**src/rtl/waitStatePkg.sv**
```systemverilog
package waitStatePkg;

  localparam int WAIT_LEN_W = 4;

  typedef enum logic [1:0] {
    ACC_ROM  = 2'd0,
    ACC_IO   = 2'd1,
    ACC_DMA  = 2'd2,
    ACC_RSVD = 2'd3
  } accKindT;

  typedef struct packed {
    logic                  load;
    logic                  shift;
    logic [WAIT_LEN_W-1:0] waitLen;
    logic                  drive;
  } waitCtrlT;

endpackage

```
**src/rtl/waitCtrl.sv**
```systemverilog
module waitCtrl
  import waitStatePkg::*;
#(
  parameter int ROM_WAIT     = 5,
  parameter int IO_WAIT_BASE = 2,
  parameter int IO_WAIT_MAX  = 4,
  parameter int SEL_W        = 2
) (
  input  logic             busStrobe,
  input  logic             boardSel,
  input  logic             waitEnable,
  input  logic [1:0]       accessType,
  input  logic [SEL_W-1:0] ioWaitSel,
  output waitCtrlT         ctrl
);

  localparam logic [WAIT_LEN_W-1:0] ROM_LEN  = WAIT_LEN_W'(ROM_WAIT);
  localparam logic [WAIT_LEN_W-1:0] IO_BASE  = WAIT_LEN_W'(IO_WAIT_BASE);
  localparam logic [WAIT_LEN_W-1:0] IO_LIMIT = WAIT_LEN_W'(IO_WAIT_MAX);

  accKindT kind;
  logic [WAIT_LEN_W-1:0] ioLen;

  always_comb begin
    kind  = accKindT'(accessType);
    ioLen = IO_BASE + WAIT_LEN_W'(ioWaitSel);
    if (ioLen > IO_LIMIT) ioLen = IO_LIMIT;
  end

  always_comb begin
    ctrl.load    = ~busStrobe;
    ctrl.shift   = busStrobe;
    ctrl.drive   = waitEnable & boardSel;
    unique case (kind)
      ACC_ROM: ctrl.waitLen = ROM_LEN;
      ACC_IO,
      ACC_DMA,
      ACC_RSVD: ctrl.waitLen = ioLen;
      default: ctrl.waitLen = ioLen;
    endcase
  end

endmodule

```
**src/rtl/waitShifter.sv**
```systemverilog
module waitShifter
  import waitStatePkg::*;
#(
  parameter int DEPTH = 5
) (
  input  logic     clk,
  input  logic     rst,
  input  waitCtrlT ctrl,
  output logic     readyStage
);

  logic [DEPTH-1:0] stage;
  logic [DEPTH-1:0] loadPattern;

  // stage k carries "ready" when at least waitLen shifts precede it
  for (genvar k = 0; k < DEPTH; k++) begin : g_pattern
    assign loadPattern[k] = (WAIT_LEN_W'(k) >= ctrl.waitLen);
  end

  always_ff @(posedge clk) begin
    if (rst) begin
      stage <= '1;
    end else if (ctrl.load) begin
      stage <= loadPattern;
    end else if (ctrl.shift) begin
      stage <= {1'b1, stage[DEPTH-1:1]};
    end
  end

  assign readyStage = stage[0];

endmodule

```
**src/rtl/waitStateGen.sv**
```systemverilog
module waitStateGen
  import waitStatePkg::*;
#(
  parameter int ROM_WAIT     = 5,
  parameter int IO_WAIT_BASE = 2,
  parameter int IO_WAIT_MAX  = 4,
  parameter int SEL_W        = 2
) (
  input  logic             clk,
  input  logic             rst,
  input  logic             busStrobe,
  input  logic             boardSel,
  input  logic [1:0]       accessType,
  input  logic [SEL_W-1:0] ioWaitSel,
  input  logic             waitEnable,
  output logic             readyOutN
);

  localparam int DEPTH = (ROM_WAIT > IO_WAIT_MAX) ? ROM_WAIT : IO_WAIT_MAX;

  waitCtrlT ctrl;
  logic     readyStage;

  waitCtrl #(
    .ROM_WAIT    (ROM_WAIT),
    .IO_WAIT_BASE(IO_WAIT_BASE),
    .IO_WAIT_MAX (IO_WAIT_MAX),
    .SEL_W       (SEL_W)
  ) i_ctrl (
    .busStrobe (busStrobe),
    .boardSel  (boardSel),
    .waitEnable(waitEnable),
    .accessType(accessType),
    .ioWaitSel (ioWaitSel),
    .ctrl      (ctrl)
  );

  waitShifter #(
    .DEPTH(DEPTH)
  ) i_shift (
    .clk       (clk),
    .rst       (rst),
    .ctrl      (ctrl),
    .readyStage(readyStage)
  );

  assign readyOutN = ~(ctrl.drive & ~readyStage);

endmodule

```
**config.mk**
```make
export PLATFORM = sky130hd
export DESIGN_NAME = waitStateGen
export DESIGN_NICKNAME = d
export VERILOG_FILES = /design/src/rtl/waitStatePkg.sv /design/src/rtl/waitCtrl.sv /design/src/rtl/waitShifter.sv /design/src/rtl/waitStateGen.sv
export SDC_FILE = /design/constraint.sdc
export NUM_CORES = 1
export LEC_CHECK = 0
export BUFFER_PORTS_ARGS = -buffer_cell sky130_fd_sc_hd__buf_4
export CAP_MARGIN = 40
export CORE_AREA = 2 2 39 41
export DETAILED_ROUTE_END_ITERATION = 7
export DIE_AREA = 0 0 41 43
export SLEW_MARGIN = 25
export SYNTH_ARGS = -nofsm -noshare
export SYNTH_HDL_FRONTEND = slang
export SYNTH_SLANG_ARGS = --single-unit
```
**constraint.sdc**
```tcl
create_clock -name clk -period 1.4 [get_ports clk]
set_input_delay 0 -clock clk [delete_from_list [all_inputs] [get_ports clk]]
set_output_delay 0 -clock clk [all_outputs]
set_load 0.01 [all_outputs]
```
After elaboration in Yosys (flattened, before gate mapping)

Index checks and enable logic that the tools add are counted.
W data, S select, Z words.

Register bits after elaboration: 5

Muxes and demuxes: 3
Add/subtract/negate cells: 1
Bitwise operators: 4
Reductions and logical operators: 3
Order comparisons: 6
Equal/unequal tests: 3

Operator list:

| kind                  | count |
|---|---|
| $ge A1 B4 Y1 const A  | 2 |
| $ge A2 B4 Y1 const A  | 2 |
| $mux W4               | 2 |
| $pmux W4 S2           | 1 |
| $eq A2 B2 Y1 const B  | 2 |
| $ge A3 B4 Y1 const A  | 1 |
| $gt A4 B3 Y1 const B  | 1 |
| $add A2 B2 Y3 const A | 1 |
| $reduce_or A3 Y1      | 1 |
| $and A1 B1 Y1         | 2 |
| $eq A2 B1 Y1 const B  | 1 |
| $logic_not A2 Y1      | 1 |
| $not A1 Y1            | 2 |
| $reduce_or A2 Y1      | 1 |

Depth between registers and ports, before layout

Gate-level depths: netlist (run 1).

Depth after elaboration: 6
Gate-level depth with buffers: 2
Depth with buffers taken out: 2

Hierarchy

A second synthesis (run 1) with hierarchy kept.

Cells, all modules: 36
Area, all modules: 305.3 sq um

By module, submodules not included:

| module       | area each (sq um) | times used | cells an instance |
|---|---|---|---|
| waitShifter  | 246.5             | 1          | 25 |
| waitCtrl     | 52.6              | 1          | 10 |
| waitStateGen | 6.3               | 1          | 1 |

Least setup slack after synthesis (run 1)

No wires, ideal clock.

Path kind: in2reg
From: in accessType[1]
To: reg i_shift.stage[4]
Setup slack: 0.775 ns
Buffers on the path: 0
Library setup time: 0.134 ns
Arrival time: 0.491 ns
Data required time: 1.266 ns
Cell stages on the path: 1
Cells stage by stage: or4_1

Cells in the longest elaborated chain, start to end: 4
Elaborated cells on any way between the ends: 7
Classes of those cells: order compare: 1; eq/ne: 3; mux: 1; reduce/logical: 2

RTL lines:

| what                                                | line               | source |
|---|---|---|
| start, declared                                     | waitStateGen.sv:13 | `input logic [1:0] accessType,` |
| $eq A2 B1 Y1 / $eq A2 B2 Y1 (equally long branches) | waitCtrl.sv:34     | `unique case (kind)` |
| $reduce_or A3 Y1                                    | waitCtrl.sv:34     |  |
| $pmux W4 S2 (*)                                     | waitCtrl.sv:34     |  |
| $ge A3 B4 Y1 (*)                                    | waitShifter.sv:17  | `assign loadPattern[k] = (WAIT_LEN_W'(k) >= ctrl.waitLen);` |
| end signal, assigned                                | waitShifter.sv:24  | `stage <= loadPattern;` |
| end signal, assigned                                | waitShifter.sv:26  | `stage <= {1'b1, stage[DEPTH-1:1]};` |
| end, declared                                       | waitShifter.sv:12  | `logic [DEPTH-1:0] stage;` |

Mark *: on every way between the ends. The rest lies on a longest branch, timed or not.
A chain may end at the register's enable or synchronous reset.

Worst setup path in the final report (run 1)

From: in accessType[1]
To: reg i_shift.stage[2]

Cells in the longest elaborated chain, start to end: 5
Elaborated cells on any way between the ends: 8
Classes of those cells: order compare: 1; eq/ne: 3; mux: 2; reduce/logical: 2

RTL lines:

| what                                                | line              | source |
|---|---|---|
| $eq A2 B1 Y1 / $eq A2 B2 Y1 (equally long branches) | waitCtrl.sv:34    |  |
| $reduce_or A3 Y1                                    | waitCtrl.sv:34    |  |
| $pmux W4 S2 (*)                                     | waitCtrl.sv:34    |  |
| $ge A2 B4 Y1 (*)                                    | waitShifter.sv:17 |  |
| $mux W4 (*)                                         | waitShifter.sv:23 | `end else if (ctrl.load) begin` |

Marks and branches as above.

==> out/qor.csv, run 1 <==
stage;metric;value;unit
placed_design;io_buffers;9;
setup_path;r2r_end;i_shift.stage[2];
synth;synthDominantCellAreaShare;61.54;%
sta;timing_hold_violations_final;0;
cts;ctsResizeCount;0;
synth;ys_ff_latch;5;
drt;route.vias.total;178;
synth;synth.top_cells.by_area;sky130_fd_sc_hd__dfxtp_1 (62%), sky130_fd_sc_hd__a21o_2 (11%), sky130_fd_sc_hd__a21oi_1 (6.2%), sky130_fd_sc_hd__nand3b_1 (4.6%), sky130_fd_sc_hd__o21bai_1 (4.6%);
cts;worst_setup_hold_path_clk_slew;0.04;ns
min_path;whs_endpoint;i_shift.stage[3];
pwr;total_leakage_power;0.1430;nW
synth;sequential_area_share_after_synthesis;61.54;%
drt;route.detailed.wl_per_inst;7.041;um
cts;cts_max_path_buffers;2;
synth;postSynthCellCount;14;
synth;synth_compound_gate_area_share;29.23;%
setup_path;critical_path_required;1.52;ns
drt;routed_wirelength;345;um
cells_and_area;diodes;0;
setup_path;timing.rr.start;i_shift.stage[3];
sta;setup_tns;0;ns
synth;synth_area;162.7;um2
drt;drt-vias-per-instance;3.633;
min_path;min_path_cells;3;
sta;worst-slew-pin-transition;0.1883;ns
min_path;min-delay-start;ioWaitSel[1];
floorplanning;rows;14;
cells_and_area;utilization_after_layout;24.32;%
cells_and_area;drive_gt1_share;42.42;%
synth;main_combinational_cell_family_by_area_after_synthesis;compound AO/OA/AOI/OAI gates;
floorplanning;core_region_area;1384;um2
synth;synth.top_cells.by_count;sky130_fd_sc_hd__dfxtp_1 (5), sky130_fd_sc_hd__a21o_2 (2), sky130_fd_sc_hd__a21oi_1 (2);
cts;clock_tree.root_cell;sky130_fd_sc_hd__clkbuf_4;
drt;drc;0;
pwr;power.density_cell_area;1085;nW/um2
cts;post_cts.repair.setup_buffers;0;
cts;cts.sinks;5;
floorplanning;die_w;41;um
cells_and_area;largest_register_ff_count;5;
sta;finalClockSkew;0.002995;ns
run;max_cap_viol_count;0;
cts;holdBufCountCts;6;
sta;fmaxAchievable;736.3;MHz
synth;mux_cell_area_share_after_synthesis;0;%
sta;report.final.setup_viol;0;
sta;finalCritPeriodShare;97.02;%
cells_and_area;nNetsFinal;43;
cts;h-tree-depth;1;
grt;first_global_vias;151;
synth;simple_gate_share_of_the_synthesized_area;9.231;%
cells_and_area;largestRegisters;i_shift.stage x5;
sta;maxSlewViolCount;0;
synth;synthAdderAreaFrac;0;%
synth;yosys.area_share.xor_xnor;0;%
synth;synth_fp_nets;23;
cells_and_area;syn2layout_area_growth;106.9;%
drt;drt_iter0_drc;1;
cells_and_area;largest_register;i_shift.stage;
synth;netlist-cell-type-count;8;
setup_path;reg2reg_slack;0.24;ns
sta;rsz0062_at_grt;false;
cts;numCtsBuffers;3;
synth;ys_dominant_reg_cell;sky130_fd_sc_hd__dfxtp_1;
drt;drtAntennaViolNets;0;
setup_path;cp_arrival;1.48;ns
floorplanning;initial_utilization;11.75;%
synth;postSynthAreaPerCell;11.62;um2
min_path;hold_path_class;input port to flip-flop;
synth;asyncSetResetFlopFracSynth;0;%
drt;firstDrtPassIters;2;
grt;gr-total-overflow;0;
setup_path;timing_worst_setup_path_type;input port to flip-flop;
grt;number_of_antenna_violations_at_the_first_check_in_global_routing;0;
status;run_status;finished, final reports clean;
pwr;irDropWorstVdd;237.8;uV
setup_path;path_max_fanout;2;
grt;grt_max_degree;8;
setup_path;r2r_cells;3;
synth;yosys.cell_count.top_type;sky130_fd_sc_hd__dfxtp_1;
cts;tritoncts_clock_tree;built;
floorplanning;die_extent_in_y;43;um
synth;synth-edff-count;0;
grt;grt_pass1_wl;531;um
grt;grtUsageTotal;4.705;%
synth;synthDominantAreaCellType;sky130_fd_sc_hd__dfxtp_1;
sta;timing.max_slew.rel_slack;87.34;%
cts;clock_latency_on_the_worst_skew_pair;0.24;ns
floorplanning;die-area;1763;um2
setup_path;end_kind;flip-flop;
placed_design;gp_congestion;0.5092;
setup_path;crit_path_start_kind;input port;
sta;min_period;1.358;ns
synth;synthesis.yosys.warnings;0;
floorplanning;boundaryPins;10;
==> per-stage QoR <==
stage / cell area, um2 / total power [mW] / std cells / setup WS, ns / hold slack (ns)
finish: 336.6 / 0.3652 / 49 / 0.04178 / 0.07427
CTS: 336.6 / 0.3763 / 49 / 0.06143 / 0.06489
floorplan: 162.7 / 0.1664 / 14 / 0.7750 / 0.09022
global placement: 250.2 / 0.1900 / 39 / 0.6620 / 0.1930
detailed placement: 250.2 / 0.1903 / 39 / 0.6534 / 0.1929
global route: 336.6 / 0.3957 / 49 / 0.009405 / 0.08163
==> cells by family after synthesis <==
family and after synthesis:
AND/OR/NAND/NOR 2, flip-flops 5, AO/OA/AOI/OAI 7
==> how the worst max path moves through the flow <==
stage / startpoint / end / slack (ns) / depth (start not counted)
floorplan: accessType[1] / i_shift.stage[4] / 0.77 / 1
global placement: accessType[1] / i_shift.stage[4] / 0.66 / 2
detailed placement: accessType[1] / i_shift.stage[4] / 0.65 / 2
CTS: accessType[1] / i_shift.stage[2] / 0.06 / 5
global route: accessType[1] / i_shift.stage[2] / 0.009 / 5
finish: accessType[1] / i_shift.stage[2] / 0.04 / 5
==> critical path: stages <==
cell and delay [ns]:
sky130_fd_sc_hd__dlygate4sd3_1 0.54, sky130_fd_sc_hd__buf_4 0.13, sky130_fd_sc_hd__o21bai_1 0.18, sky130_fd_sc_hd__o31ai_1 0.08, sky130_fd_sc_hd__dlygate4sd3_1 0.55
==> area by class of cell <==
| class | count | area (um2) |
|---|---|---|
| Fill cell | 144 | 1047 |
| Timing Repair Buffer | 15 | 127.6 |
| Sequential cell | 5 | 100.1 |
| Multi-Input combinational cell | 9 | 62.56 |
| Clock buffer | 4 | 26.28 |
| Tap cell | 16 | 20.02 |
==> routing by layer <==
metal | track usage, % | wire, um | vias up
li1 | - | - | 91
met5 | 0 | 0 | -
met3 | 1.571 | 43 | 0
met2 | 6.563 | 159 | 8
met4 | 6.000 | 0 | 0
met1 | 4.459 | 142 | 79
==> where the power goes <==
group          internal, mW  total [mW]  leakage [nW]  switching [mW]
Clock                 0.108       0.164        0.0150          0.0560
Sequential            0.152       0.154        0.0417         0.00199
Combinational        0.0342      0.0478        0.0863          0.0137
Total                 0.294       0.365         0.143          0.0717
==> cells in the final DEF, fill, tap and decap left out <==
| master | n |
|---|---|
| sky130_fd_sc_hd__nand3b_1 | 1 |
| sky130_fd_sc_hd__or4_1 | 1 |
| sky130_fd_sc_hd__dlygate4sd3_1 | 6 |
| sky130_fd_sc_hd__a21oi_1 | 2 |
| sky130_fd_sc_hd__clkbuf_1 | 1 |
| sky130_fd_sc_hd__o21ai_0 | 1 |
| sky130_fd_sc_hd__o31ai_1 | 1 |
| sky130_fd_sc_hd__dfxtp_1 | 5 |
| sky130_fd_sc_hd__clkbuf_4 | 3 |
| sky130_fd_sc_hd__buf_4 | 9 |
| sky130_fd_sc_hd__o21bai_1 | 1 |
| sky130_fd_sc_hd__a21o_2 | 2 |
Power figures use the tool's default switching activity.
==> run 2, diff against run 1 <==
BUFFER_PORTS_ARGS = -buffer_cell sky130_fd_sc_hd__clkbuf_2   (was -buffer_cell sky130_fd_sc_hd__buf_4)
CTS_BUF_LIST = sky130_fd_sc_hd__clkbuf_4 sky130_fd_sc_hd__clkbuf_8   (was not set)
==> out/qor.csv, run 2 (synthesized netlist as in run 1, its figures left out) <==
stage;metric;value;unit;change
sta;report.final.setup_viol;0;;unchanged
cells_and_area;layout.cells.most_common;sky130_fd_sc_hd__clkbuf_2;;
cells_and_area;syn2layout_area_growth;83.08;%;
status;run_status;finished, final reports clean;;
cts;ctsResizeCount;0;;unchanged
min_path;min_path_cells;2;;-1
cts;clock_tree.root_cell;sky130_fd_sc_hd__clkbuf_4;;
cells_and_area;fillCellCount;164;;+14%
grt;grt_max_degree;8;;unchanged
floorplanning;boundaryPins;10;;unchanged
grt;gr-total-overflow;0;;unchanged
sta;timing.max_slew.rel_slack;87.71;%;+0.37 points
placed_design;dpl.hpwl;256;um;
grt;first_global_vias;138;;-8.6%
placed_design;gp_congestion;0.5074;;-0.35%
cells_and_area;largest_register;i_shift.stage;;
setup_path;cp_arrival;1.15;ns;-0.33 ns
cts;clock_latency_on_the_worst_skew_pair;0.24;ns;about the same
setup_path;end_kind;flip-flop;;
cells_and_area;diodes;0;;unchanged
sta;finalCritPeriodShare;73.84;%;-23 points
floorplanning;die_w;41;um;unchanged
floorplanning;die-area;1763;um2;unchanged
sta;rsz0062_at_grt;false;;
cts;cts.sinks;5;;unchanged
floorplanning;initial_utilization;11.75;%;unchanged
setup_path;crit_path_start_kind;input port;;
floorplanning;core_region_area;1384;um2;unchanged
sta;setup_tns;0;ns;unchanged
drt;route.vias.total;167;;-6.2%
pwr;irDropWorstVdd;163.9;uV;-31%
pwr;total_power;0.3729;mW;+2.1%
drt;drtAntennaViolNets;0;;unchanged
drt;drt_iter0_drc;1;;unchanged
sta;finalClockSkew;0.0005572;ns;-0.002438 ns
grt;number_of_antenna_violations_at_the_first_check_in_global_routing;0;;unchanged
setup_path;critical_path_required;1.51;ns;about the same
floorplanning;rows;14;;unchanged
grt;grt_pass1_wl;469;um;-12%
drt;drc;0;;unchanged
cells_and_area;drive_gt1_share;48.39;%;+6.0 points
sta;worst-slew-pin-transition;0.1828;ns;-0.005559 ns
setup_path;timing_worst_setup_path_type;input port to flip-flop;;
cells_and_area;nNetsFinal;41;;-4.7%
sta;min_period;1.034;ns;-0.3245 ns
drt;drt-vias-per-instance;3.553;;-2.2%
placed_design;io_buffers;9;;unchanged
cells_and_area;largest_register_ff_count;5;;unchanged
cts;numCtsBuffers;3;;unchanged
drt;firstDrtPassIters;4;;+2
setup_path;path_max_fanout;2;;unchanged
run;max_cap_viol_count;0;;unchanged
sta;fmaxAchievable;967.4;MHz;+31%
cts;h-tree-depth;1;;unchanged
sta;timing_hold_violations_final;0;;unchanged
min_path;hold_path_class;input port to flip-flop;;
drt;route.detailed.wl_per_inst;7.191;um;+2.1%
cts;cts_max_path_buffers;2;;unchanged
cts;worst_setup_hold_path_clk_slew;0.04;ns;about the same
pwr;total_leakage_power;0.1336;nW;-6.6%
cells_and_area;final_cell_mix;sky130_fd_sc_hd__clkbuf_2 (9), sky130_fd_sc_hd__dfxtp_1 (5), sky130_fd_sc_hd__clkbuf_4 (4), sky130_fd_sc_hd__dlygate4sd3_1 (4);;
pwr;power.density_cell_area;1252;nW/um2;+15%
drt;routed_wirelength;338;um;-2.0%
sta;hold-worst-slack;0.03954;ns;-0.03473 ns
cts;tritoncts_clock_tree;built;;
cells_and_area;largestRegisters;i_shift.stage x5;;
sta;maxSlewViolCount;0;;unchanged
setup_path;r2r_cells;2;;-1
grt;grtUsageTotal;4.313;%;-0.39 points
floorplanning;die_extent_in_y;43;um;unchanged
## run 2: cell types whose count changed in the layout (fill, tap and decap cells not counted), sizes merged
cell	delta
buf	-9
clkbuf	+9
dlygate4sd3	-2
## run 2: worst max-delay path, cell delays in order
cell and delay (ns):
sky130_fd_sc_hd__dlygate4sd3_1 0.54, sky130_fd_sc_hd__clkbuf_2 0.11, sky130_fd_sc_hd__or4_1 0.50
## run 2: stage by stage
stage | instances | setup slack (ns) | cell area (um2) | utilization (%)
floorplan | 14 | 0.7750 | 162.7 | -
global placement | 39 | 0.6778 | 227.7 | 16.46
detailed placement | 39 | 0.6762 | 227.7 | 16.46
CTS | 47 | 0.3876 | 297.8 | 21.52
global route | 47 | 0.3471 | 297.8 | 21.52
finish | 47 | 0.3662 | 297.8 | 21.52
## run 2: routing by layer
layer  up-vias  share of wire (%)  GRT usage (%)
met3         0                8.6          1.571
met5         -                  0              0
met2         8                 49          5.938
li1         86                  -              -
met4         0                  0          6.000
met1        73                 42          3.846
## run 2: where the power goes
group          internal [mW]  switching (mW)
clock network          0.127          0.0564
logic                 0.0231          0.0127
registers              0.152         0.00199
## run 2: path summary, 6_finish.rpt
| check | from | endpoint | slack, ns |
|---|---|---|---|
| max | accessType[1] | i_shift.stage[4] | 0.37 |
| min | busStrobe | i_shift.stage[2] | 0.04 |
| max reg2reg | i_shift.stage[4] | i_shift.stage[3] | 0.80 |
| min reg2reg | i_shift.stage[2] | i_shift.stage[1] | 0.43 |
## run 2: final cells by class
type	count	area [um2]	share of cell area, %
sequential	5	100.1	33.61
timing repair buffer	13	85.08	28.57
multi-input combinational	9	62.56	21.01
clock buffer	4	30.03	10.08
tap	16	20.02	6.723
## run 2: repair_timing
item	CTS	global route
endpoints found under the setup margin	0	0
hold buffers	4	0
buffers inserted	0	0
endpoints found under the hold margin	3	0
